File: config.mk
export PLATFORM = sky130hd
export DESIGN_NAME = frame_sync_timing
export DESIGN_NICKNAME = d
export VERILOG_FILES = /design/src/rtl/fsg_pkg.sv /design/src/rtl/fsg_sync_edge.sv /design/src/rtl/fsg_line_ctr.sv /design/src/rtl/fsg_frame_ctr.sv /design/src/rtl/frame_sync_timing.sv
export SDC_FILE = /design/constraint.sdc
export NUM_CORES = 1
export LEC_CHECK = 0
export BUFFER_PORTS_ARGS = -buffer_cell sky130_fd_sc_hd__buf_2
export CAP_MARGIN = 5
export CORE_MARGIN = 1
export CORE_UTILIZATION = 51
export CTS_CLUSTER_DIAMETER = 50
export DETAILED_ROUTE_END_ITERATION = 10
export GPL_TIMING_DRIVEN = 0
export PLACE_DENSITY = 0.78
export REMOVE_ABC_BUFFERS = 1
export SKIP_LAST_GASP = 1
export SLEW_MARGIN = 20
export SYNTH_ARGS = -nofsm -noshare
export SYNTH_HDL_FRONTEND = slang
export SYNTH_SLANG_ARGS = --single-unit
File: constraint.sdc
create_clock -name clk -period 4 [get_ports clk]
set_input_delay 0.6 -clock clk [delete_from_list [all_inputs] [get_ports clk]]
set_output_delay 0.6 -clock clk [all_outputs]
set_load 0.01 [all_outputs]
File: src/rtl/fsg_pkg.sv
package fsg_pkg;

    // Synchronizer depth ahead of the edge detector.
    parameter int unsigned FSYNC_STAGES = 2;

    // What the row counter does at a clock edge.
    typedef enum logic [1:0] {
        ROW_HOLD    = 2'd0,
        ROW_NEXT    = 2'd1,
        ROW_RESTART = 2'd2
    } row_step_e;

    // Decoded timing strobes.
    typedef struct packed {
        logic hsync;
        logic vsync;
        logic de;
    } timing_flags_t;

    // Pick the row step from line boundary, request and frame-end state.
    function automatic row_step_e pick_step(input logic line_end,
                                            input logic sync_req,
                                            input logic free_run,
                                            input logic last_prog);
        if (!line_end)
            return ROW_HOLD;
        else if (sync_req || (free_run && last_prog))
            return ROW_RESTART;
        else
            return ROW_NEXT;
    endfunction

endpackage

File: src/rtl/fsg_sync_edge.sv
module fsg_sync_edge #(
    parameter int unsigned STAGES = fsg_pkg::FSYNC_STAGES
) (
    input  logic clk,
    input  logic rst,
    input  logic async_in,
    output logic rise
);
    // STAGES synchronizer flops plus one history flop for edge detection.
    logic [STAGES:0] chain_q;

    genvar g;
    generate
        for (g = 0; g <= STAGES; g++) begin : g_stage
            if (g == 0) begin : g_first
                always_ff @(posedge clk) begin
                    if (rst) chain_q[g] <= 1'b0;
                    else     chain_q[g] <= async_in;
                end
            end else begin : g_next
                always_ff @(posedge clk) begin
                    if (rst) chain_q[g] <= 1'b0;
                    else     chain_q[g] <= chain_q[g-1];
                end
            end
        end
    endgenerate

    assign rise = chain_q[STAGES-1] & ~chain_q[STAGES];
endmodule

File: src/rtl/fsg_line_ctr.sv
module fsg_line_ctr #(
    parameter int unsigned COL_W = 12
) (
    input  logic             clk,
    input  logic             rst,
    input  logic [COL_W-1:0] act_w,
    input  logic [COL_W-1:0] hblank,
    output logic [COL_W-1:0] col,
    output logic             line_end
);
    logic [COL_W:0]   line_len;
    logic [COL_W-1:0] col_q;

    assign line_len = {1'b0, act_w} + {1'b0, hblank};
    assign line_end = ({1'b0, col_q} == (line_len - 1'b1));

    always_ff @(posedge clk) begin
        if (rst)           col_q <= '0;
        else if (line_end) col_q <= '0;
        else               col_q <= col_q + 1'b1;
    end

    assign col = col_q;
endmodule

File: src/rtl/fsg_frame_ctr.sv
module fsg_frame_ctr
    import fsg_pkg::*;
#(
    parameter int unsigned ROW_W = 12
) (
    input  logic             clk,
    input  logic             rst,
    input  logic             line_end,
    input  logic             free_run,
    input  logic             sync_rise,
    input  logic [ROW_W-1:0] act_h,
    input  logic [ROW_W-1:0] vblank,
    output logic [ROW_W-1:0] row,
    output logic [ROW_W-1:0] pad_lines,
    output logic             sync_req
);
    localparam logic [ROW_W-1:0] ROW_MAX = '1;

    logic [ROW_W-1:0] row_q, pad_q;
    logic             pend_q;
    logic [ROW_W:0]   frame_h, next_cnt, over;
    logic             last_prog;
    row_step_e        step;

    assign frame_h   = {1'b0, act_h} + {1'b0, vblank};
    assign next_cnt  = {1'b0, row_q} + 1'b1;
    assign last_prog = (next_cnt >= frame_h);
    // Negative difference (top bit set) means the frame ended early.
    assign over      = next_cnt - frame_h;

    assign sync_req = !free_run && (pend_q || sync_rise);
    assign step     = pick_step(line_end, sync_req, free_run, last_prog);

    always_ff @(posedge clk) begin
        if (rst) begin
            row_q  <= '0;
            pad_q  <= '0;
            pend_q <= 1'b0;
        end else begin
            unique case (step)
                ROW_RESTART: begin
                    row_q  <= '0;
                    pad_q  <= over[ROW_W] ? '0 : over[ROW_W-1:0];
                    pend_q <= 1'b0;
                end
                ROW_NEXT: begin
                    if (row_q != ROW_MAX) row_q <= row_q + 1'b1;
                    pend_q <= sync_req;
                end
                default: begin
                    pend_q <= sync_req;
                end
            endcase
        end
    end

    assign row       = row_q;
    assign pad_lines = pad_q;
endmodule

File: src/rtl/frame_sync_timing.sv
module frame_sync_timing
    import fsg_pkg::*;
#(
    parameter int unsigned COL_W = 12,
    parameter int unsigned ROW_W = 12
) (
    input  logic             clk,
    input  logic             rst,
    input  logic             cfg_free_run,
    input  logic [COL_W-1:0] cfg_act_w,
    input  logic [COL_W-1:0] cfg_hblank,
    input  logic [ROW_W-1:0] cfg_act_h,
    input  logic [ROW_W-1:0] cfg_vblank,
    input  logic             fsync_in,
    output logic             hsync,
    output logic             vsync,
    output logic             de,
    output logic [COL_W-1:0] col,
    output logic [ROW_W-1:0] row,
    output logic [ROW_W-1:0] pad_lines
);
    logic          sync_rise;
    logic          line_end;
    logic          sync_req;
    timing_flags_t flags;

    fsg_sync_edge #(.STAGES(FSYNC_STAGES)) u_sync (
        .clk      (clk),
        .rst      (rst),
        .async_in (fsync_in),
        .rise     (sync_rise)
    );

    fsg_line_ctr #(.COL_W(COL_W)) u_line (
        .clk      (clk),
        .rst      (rst),
        .act_w    (cfg_act_w),
        .hblank   (cfg_hblank),
        .col      (col),
        .line_end (line_end)
    );

    fsg_frame_ctr #(.ROW_W(ROW_W)) u_frame (
        .clk       (clk),
        .rst       (rst),
        .line_end  (line_end),
        .free_run  (cfg_free_run),
        .sync_rise (sync_rise),
        .act_h     (cfg_act_h),
        .vblank    (cfg_vblank),
        .row       (row),
        .pad_lines (pad_lines),
        .sync_req  (sync_req)
    );

    always_comb begin
        flags.hsync = (col >= cfg_act_w);
        flags.vsync = (row >= cfg_act_h);
        flags.de    = (col < cfg_act_w) && (row < cfg_act_h);
    end

    assign hsync = flags.hsync;
    assign vsync = flags.vsync;
    assign de    = flags.de;
endmodule

==> qor.yml, run 1 <==
status:
  outcome: "complete, no violations"
power:
  powerDensity_mw_per_mm2: 251
  seqPwrFrac_pct: 30.8
  swShare_pct: 33.0
  total_power_mw: 1.32
  netSwitchingPower_mw: 0.436
  power_frac_comb_pct: 39.7
  internal_power_mw: 0.887
  p_clk_share_pct: 29.5
  ir_drop_mv: 0.169
  p_leak_nw: 2.69
route:
  avgRoutedWirePerCell_um: 13.8
  via_count: 4211
  final_antenna_net_count: 0
  avgViaCountPerCell: 5.53
  drc: 0
  drt_iter0_drc: 141
  dr.pass1.iters: 4
  wl_um: 10500
min_path:
  holdPathStages: 1
  hold_path_class: "flip-flop to flip-flop"
  min_to: "u_sync.chain_q[1]$_SDFF_PP0_"
  worst_hold_startpoint: "u_sync.chain_q[0]$_SDFF_PP0_"
setup_path:
  critPathLaunch: "cfg_act_h[1]"
  worstSetupPathType: "input pin to flip-flop"
  rr_worst_depth: 12
  startpoint_type: "input pin"
  r2r_setup_slack_ns: 0.53
  worstPathArrival_ns: 4.18
  timing.rr.end: "u_frame.pad_lines[0]$_SDFFE_PP0N_"
  endpoint_kind: "flip-flop"
  worstPathMaxFanout: 5
  worst_ep_required_time_ns: 4.23
  r2r-start: "u_frame.row[0]$_SDFFE_PP0P_"
sta:
  setup_viol: 0
  period_share_pct: 98.9
  fin_skew_ns: 0.00795
  fmax_mhz: 253
  max-slew-margin-rel_pct: 35.0
  maxSlewViolCount: 0
  tightest_slew_ns: 0.972
  rsz0062_at_grt: "true"
  finalHoldViolCount: 0
  min_period_ns: 3.96
clock_network:
  clock_latency_ns: 0.30
  cts_tree: "yes"
  clk_pin_slew_worst_paths_ns: 0.08
  cts_root_buffer: "clkbuf_8"
  cts-htree-levels: 2
  cts_inserted_buffers: 5
  cts_buffer_depth: 2
  cts.sinks: 40
place:
  post_dp_cell_area_mm2: 0.00495
  routabilityCongestion: 0.905
  portBuffers: 90
  hpwl_um: 8080
yosys:
  ys_ff_latch: 40
  syn_area_mm2: 0.00445
  synth.most_common_cell: "inv_1"
  synth.top_cell.area_share_pct: 20.8
  syn-instance-count: 562
  synthArstFlopShare_pct: 0
  yosys.area.top_type: "ha_1"
  synth_common_cells: "76 x inv_1, 74 x ha_1, 40 x dfxtp_1, 37 x a21oi_1, 30 x nor2_1"
  ys_seq_area_share_pct: 18.0
  synth_ff_type: "dfxtp_1"
  ys_warn_count: 0
  synth.distinct_cells: 62
  syn_area_per_cell_um2: 7.91
  netlist_top_cells_area: "ha_1 21%, dfxtp_1 18%, inv_1 6.4%"
  synth_enable_flop_cells: 0
finish:
  fin_util_pct: 63.2
  fin_nets: 785
  drive_gt1_share_pct: 20.4
  final_area_mm2: 0.00527
  areaGrowthSynthToFinish_pct: 18.5
job:
  cap_viol_max_count: 0
grt:
  grt.total_usage_pct: 24.0
  grt_pass1_vias: 3998
  grt_max_degree: 32
  overflow: 0
  antenna_found_initial: 0
  grt_pass1_wl_um: 17300
die:
  die_h_um: 95.4
  rows: 33
  dieArea_mm2: 0.00910
  die_x_um: 95.4
  start_util_pct: 53.3
  core_mm2: 0.00834
  ioPinCount: 91
==> placed cells by master, fill, tap and decap left out, drive strengths merged, types with 3 or more instances in the layout <==
master / netlist / final
a211oi: 7 / 7
a21o: 17 / 17
a21oi: 37 / 37
a31oi: 3 / 3
and2: 4 / 4
and3: 9 / 9
buf: 7 / 100
clkbuf: 7 / 5
dfxtp: 40 / 40
fa: 3 / 3
ha: 74 / 74
inv: 76 / 76
mux2i: 10 / 10
nand2: 29 / 29
nand2b: 28 / 28
nand3: 18 / 18
nand4: 16 / 16
nor2: 30 / 30
nor2b: 11 / 11
nor3: 5 / 5
o211ai: 4 / 4
o21a: 3 / 3
o21ai: 27 / 27
o21bai: 3 / 3
o22ai: 3 / 3
or2: 3 / 3
or3: 4 / 4
xnor2: 29 / 29
xor2: 24 / 24
==> worst max-delay path by stage <==
stage / slack [ns] / to / cells past startpoint
after global routing: -0.16 / u_frame.pad_lines[3]$_SDFFE_PP0N_ / 20
after global placement: -1.07 / u_frame.pad_lines[8]$_SDFFE_PP0N_ / 19
after detailed placement: -1.20 / u_frame.pad_lines[8]$_SDFFE_PP0N_ / 19
final: 0.04 / u_frame.pad_lines[8]$_SDFFE_PP0N_ / 19
after floorplan: -0.35 / u_frame.pad_lines[8]$_SDFFE_PP0N_ / 18
after CTS: -0.01 / u_frame.pad_lines[11]$_SDFFE_PP0N_ / 20
==> final cells by class <==
type                       instances  area, µm²
clock inverter                     2       60.1
timing repair buffer             100        549
multi-input combinational        433       3370
clock buffer                       5       68.8
sequential                        40        801
antenna                            1       2.50
tap                              105        131
fill                             750       3070
inverter                          76        285
==> cell families (layout without fill, tap and decap cells) <==
family	Yosys count	count (layout)	share of synthesized area, %
multiplexers	10	10	2.25
other	0	1	0
XOR/XNOR	53	53	10.4
buffers and inverters	90	183	8.16
adder cells (fa/ha/maj)	77	77	22.2
flip-flops	40	40	18.0
AO/OA/AOI/OAI	128	128	19.2
AND/OR/NAND/NOR	164	165	19.8
==> state kept, by name (all words and copies together), names as in the netlist <==
name	cells
u_frame.row	12
u_sync.chain_q	3
u_line.col	12
u_frame.pend_q	1
u_frame.pad_lines	12
==> power by group through the flow <==
stage	clock (mW)	sequential, mW	combinational [mW]
floorplan	0	0.417	0.356
detailed placement	0	0.417	0.466
global placement	0	0.417	0.452
finish	0.390	0.407	0.525
global route	0.415	0.408	0.585
CTS	0.397	0.408	0.496
==> stage by stage <==
step / instances / hold WS (ns) / TNS, ns / setup WS, ns
floorplan: 548 / 0.414 / -3.92 / -0.353
global placement: 743 / 0.429 / -18.07 / -1.07
detailed placement: 743 / 0.430 / -22.54 / -1.20
CTS: 757 / 0.449 / -0.0239 / -0.0132
global route: 761 / 0.458 / -1.65 / -0.159
finish: 762 / 0.438 / 0 / 0.0422
==> routing by layer <==
metal	track usage, %	up-vias	wire [µm]
li1	-	2146	-
met1	27.5	1923	4630
met2	45.0	121	5180
met3	2.87	21	443
met4	9.08	0	238
met5	0	-	0
==> critical path: stages <==
cell and delay, ns:
buf_2 0.13, ha_1 0.30, a21o_1 0.17, a21oi_1 0.25
nor2b_1 0.11, o211ai_1 0.18, nand2_1 0.12, a41oi_1 0.30
nand2b_1 0.10, xnor2_1 0.14, ha_1 0.35, and3_4 0.21
a31oi_1 0.15, o21ai_1 0.10, or3_4 0.41, a21oi_4 0.20
buf_4 0.14, nand3b_1 0.10, mux2i_1 0.13
==> what timing repair did <==
action                                  4_1_cts  5_1_grt
gates cloned                                  1        0
resized for setup                             8       20
pin swaps                                     6       14
hold buffers                                  0        0
setup buffers                                 6        4
endpoints found under the setup margin       24       24
Note: power is estimated with default switching activity, not from simulation.
==> run 2: changes to the inputs <==
--- a/config.mk
+++ b/config.mk
@@ -8,4 +8,5 @@
 export BUFFER_PORTS_ARGS = -buffer_cell sky130_fd_sc_hd__buf_2
 export CAP_MARGIN = 5
+export CORE_ASPECT_RATIO = 1.25
 export CORE_MARGIN = 1
 export CORE_UTILIZATION = 51
==> constraint.sdc (replaced) <==
create_clock -name clk -period 4 [get_ports clk]
set_input_delay 0.8 -clock clk [delete_from_list [all_inputs] [get_ports clk]]
set_output_delay 0.8 -clock clk [all_outputs]
set_load 0.01 [all_outputs]
==> qor.yml, run 2 (synthesis gave the netlist of run 1 again) <==
sta:
  maxSlewViolCount: 0
  fin_skew_ns: 0.0123
  setup_viol: 16
  period_share_pct: 103
  max-slew-margin-rel_pct: 34.1
  finalHoldViolCount: 0
  rsz0062_at_grt: "true"
  fmax_mhz: 242
  fin_ws_ns: -0.128
  min_period_ns: 4.13
  tightest_slew_ns: 0.986
clock_network:
  cts_tree: "yes"
  cts_buffer_depth: 2
  cts_inserted_buffers: 5
  cts.sinks: 40
  cts_root_buffer: "clkbuf_8"
  cts-htree-levels: 2
  clk_pin_slew_worst_paths_ns: 0.09
  clock_latency_ns: 0.31
  ctsHoldBuffers: 0
setup_path:
  worst_ep_required_time_ns: 4.24
  timing.rr.end: "u_frame.pad_lines[6]$_SDFFE_PP0N_"
  cpMostUsedCell: "a21oi_2"
  r2r_setup_slack_ns: 0.54
  cp_slowest_cell: "or3_4"
  cp_num_buf_inv: 2
  worstPathMaxFanout: 6
  r2r-start: "u_frame.row[0]$_SDFFE_PP0P_"
  endpoint_kind: "flip-flop"
  path_cells: "buf_8 > ha_4 > fa_2 > a21o_1 > a21oi_2 > o21bai_1 > a21oi_2 > o21ai_2 > a21o_1 > a21oi_2 > xor2_1 > ha_1 > and3_4 > a31oi_4 > o21ai_2 > or3_4 > a21oi_4 > buf_6 > nand4_1 > o21ai_1"
  crit_family: "compound AO/OA/AOI/OAI gates"
  rr_worst_depth: 12
  startpoint_type: "input pin"
  worstPathArrival_ns: 4.37
  cp.depth: 20
  worstSetupPathType: "input pin to flip-flop"
  max_stage_delay_ns: 0.40
power:
  ir_drop_mv: 0.116
  powerDensity_mw_per_mm2: 232
  total_power_mw: 1.26
  p_leak_nw: 2.76
finish:
  fin_nets: 800
  antenna_cells: 0
  stdcell_count: 769
  fillers: 729
  final_cell_mix: "88 x buf_2, 76 x inv_1, 71 x ha_1, 40 x dfxtp_1"
  areaGrowthSynthToFinish_pct: 22.0
  drive_gt1_share_pct: 24.7
  multi_input_area_mm2: 0.00348
  seq_area_um2: 801
  final_common_cell: "buf_2"
status:
  violations: "negative setup slack"
  outcome: "finished, violations left"
place:
  routabilityCongestion: 0.910
  hpwl_um: 8360
  placedCellCount: 735
  pre_cts_ws_ns: -1.33
  portBuffers: 90
job:
  cap_viol_max_count: 0
grt:
  antenna_found_initial: 1
  grt_pass1_wl_um: 18300
  grt.total_usage_pct: 24.9
  grt_pass1_vias: 4320
  overflow: 0
  grt_max_degree: 32
die:
  die_x_um: 85.5
  rows: 37
  ioPinCount: 91
  dieArea_mm2: 0.00910
  start_util_pct: 53.4
  die_h_um: 106
  core_mm2: 0.00833
min_path:
  hold_path_class: "flip-flop to flip-flop"
  holdPathStages: 1
  min_to: "u_sync.chain_q[1]$_SDFF_PP0_"
  worst_hold_startpoint: "u_sync.chain_q[0]$_SDFF_PP0_"
route:
  dr.pass1.iters: 4
  drt_iter0_drc: 105
  avgRoutedWirePerCell_um: 14.9
  wl_um: 11500
  final_antenna_net_count: 0
  avgViaCountPerCell: 5.65
  via_count: 4347
  drc: 0
-- run 2: cell count changes in the layout (fill, tap and decap cells not counted), moves of 3 or more --
cell     before  now
a21oi_1      33   30
buf_4         8   20
o21ai_2       1    4
a21oi_2       3    6
o21ai_1       5   10
o21ai_0      21   13
-- run 2: where the power goes --
part,switching (mW),internal [mW]
clock,0.154,0.138
sequential,0.00524,0.402
combinational,0.303,0.258
-- run 2: worst max-delay path by stage --
stage / slack (ns) / endpoint / from
after floorplan: -0.55 / u_frame.pad_lines[8]$_SDFFE_PP0N_ / cfg_act_h[0]
final: -0.13 / u_frame.pad_lines[11]$_SDFFE_PP0N_ / cfg_act_h[0]
after detailed placement: -1.33 / u_frame.pad_lines[8]$_SDFFE_PP0N_ / cfg_act_h[0]
after CTS: -0.08 / u_frame.pad_lines[11]$_SDFFE_PP0N_ / cfg_act_h[0]
after global routing: -0.35 / u_frame.pad_lines[6]$_SDFFE_PP0N_ / cfg_vblank[0]
after global placement: -1.24 / u_frame.pad_lines[8]$_SDFFE_PP0N_ / cfg_act_h[0]
-- run 2: per-layer routing --
| metal | track usage, % | vias to the layer above | wire, µm |
|---|---|---|---|
| met5 | 0 | - | 0 |
| met4 | 10.0 | 0 | 362 |
| met3 | 3.11 | 30 | 400 |
| met2 | 49.5 | 130 | 6190 |
| met1 | 25.6 | 1996 | 4500 |
| li1 | - | 2191 | - |
-- run 2: worst reg2reg max path, cell delays in order (launching register included) --
cell and delay [ns]:
dfxtp_1 0.48, ha_1 0.27, and3_1 0.25, xor2_1 0.17
ha_1 0.30, a21o_1 0.20, a21o_1 0.21, a211oi_1 0.33
a21oi_2 0.12, nor2_1 0.34, o22ai_2 0.22, and2_4 0.25
a41o_1 0.23
-- run 2: cell type report --
| class | instances | area share (%) |
|---|---|---|
| repair buffers | 113 | 12.0 |
| flip-flops and latches | 40 | 14.8 |
| inverters | 76 | 5.26 |
| multi-input cells | 435 | 64.1 |
| clock buffers | 6 | 1.52 |
| clock inverters | 2 | 0.184 |
| well taps | 97 | 2.24 |
-- run 2: per-stage QoR --
step	hold WS [ns]	TNS (ns)	cell area (µm²)	util (%)
CTS	0.454	-0.655	5310	63.7
global placement	0.418	-26.31	4940	59.3
floorplan	0.414	-7.82	4370	-
global route	0.458	-6.36	5430	65.1
detailed placement	0.427	-29.29	4940	59.3
finish	0.449	-1.20	5430	65.1
-- run 2: repair_timing --
item / in CTS / in global routing
pin swaps: 16 / 22
cloned: 2 / 2
gates resized for setup: 28 / 25
setup buffers: 15 / 11
endpoints found under the setup margin: 24 / 37
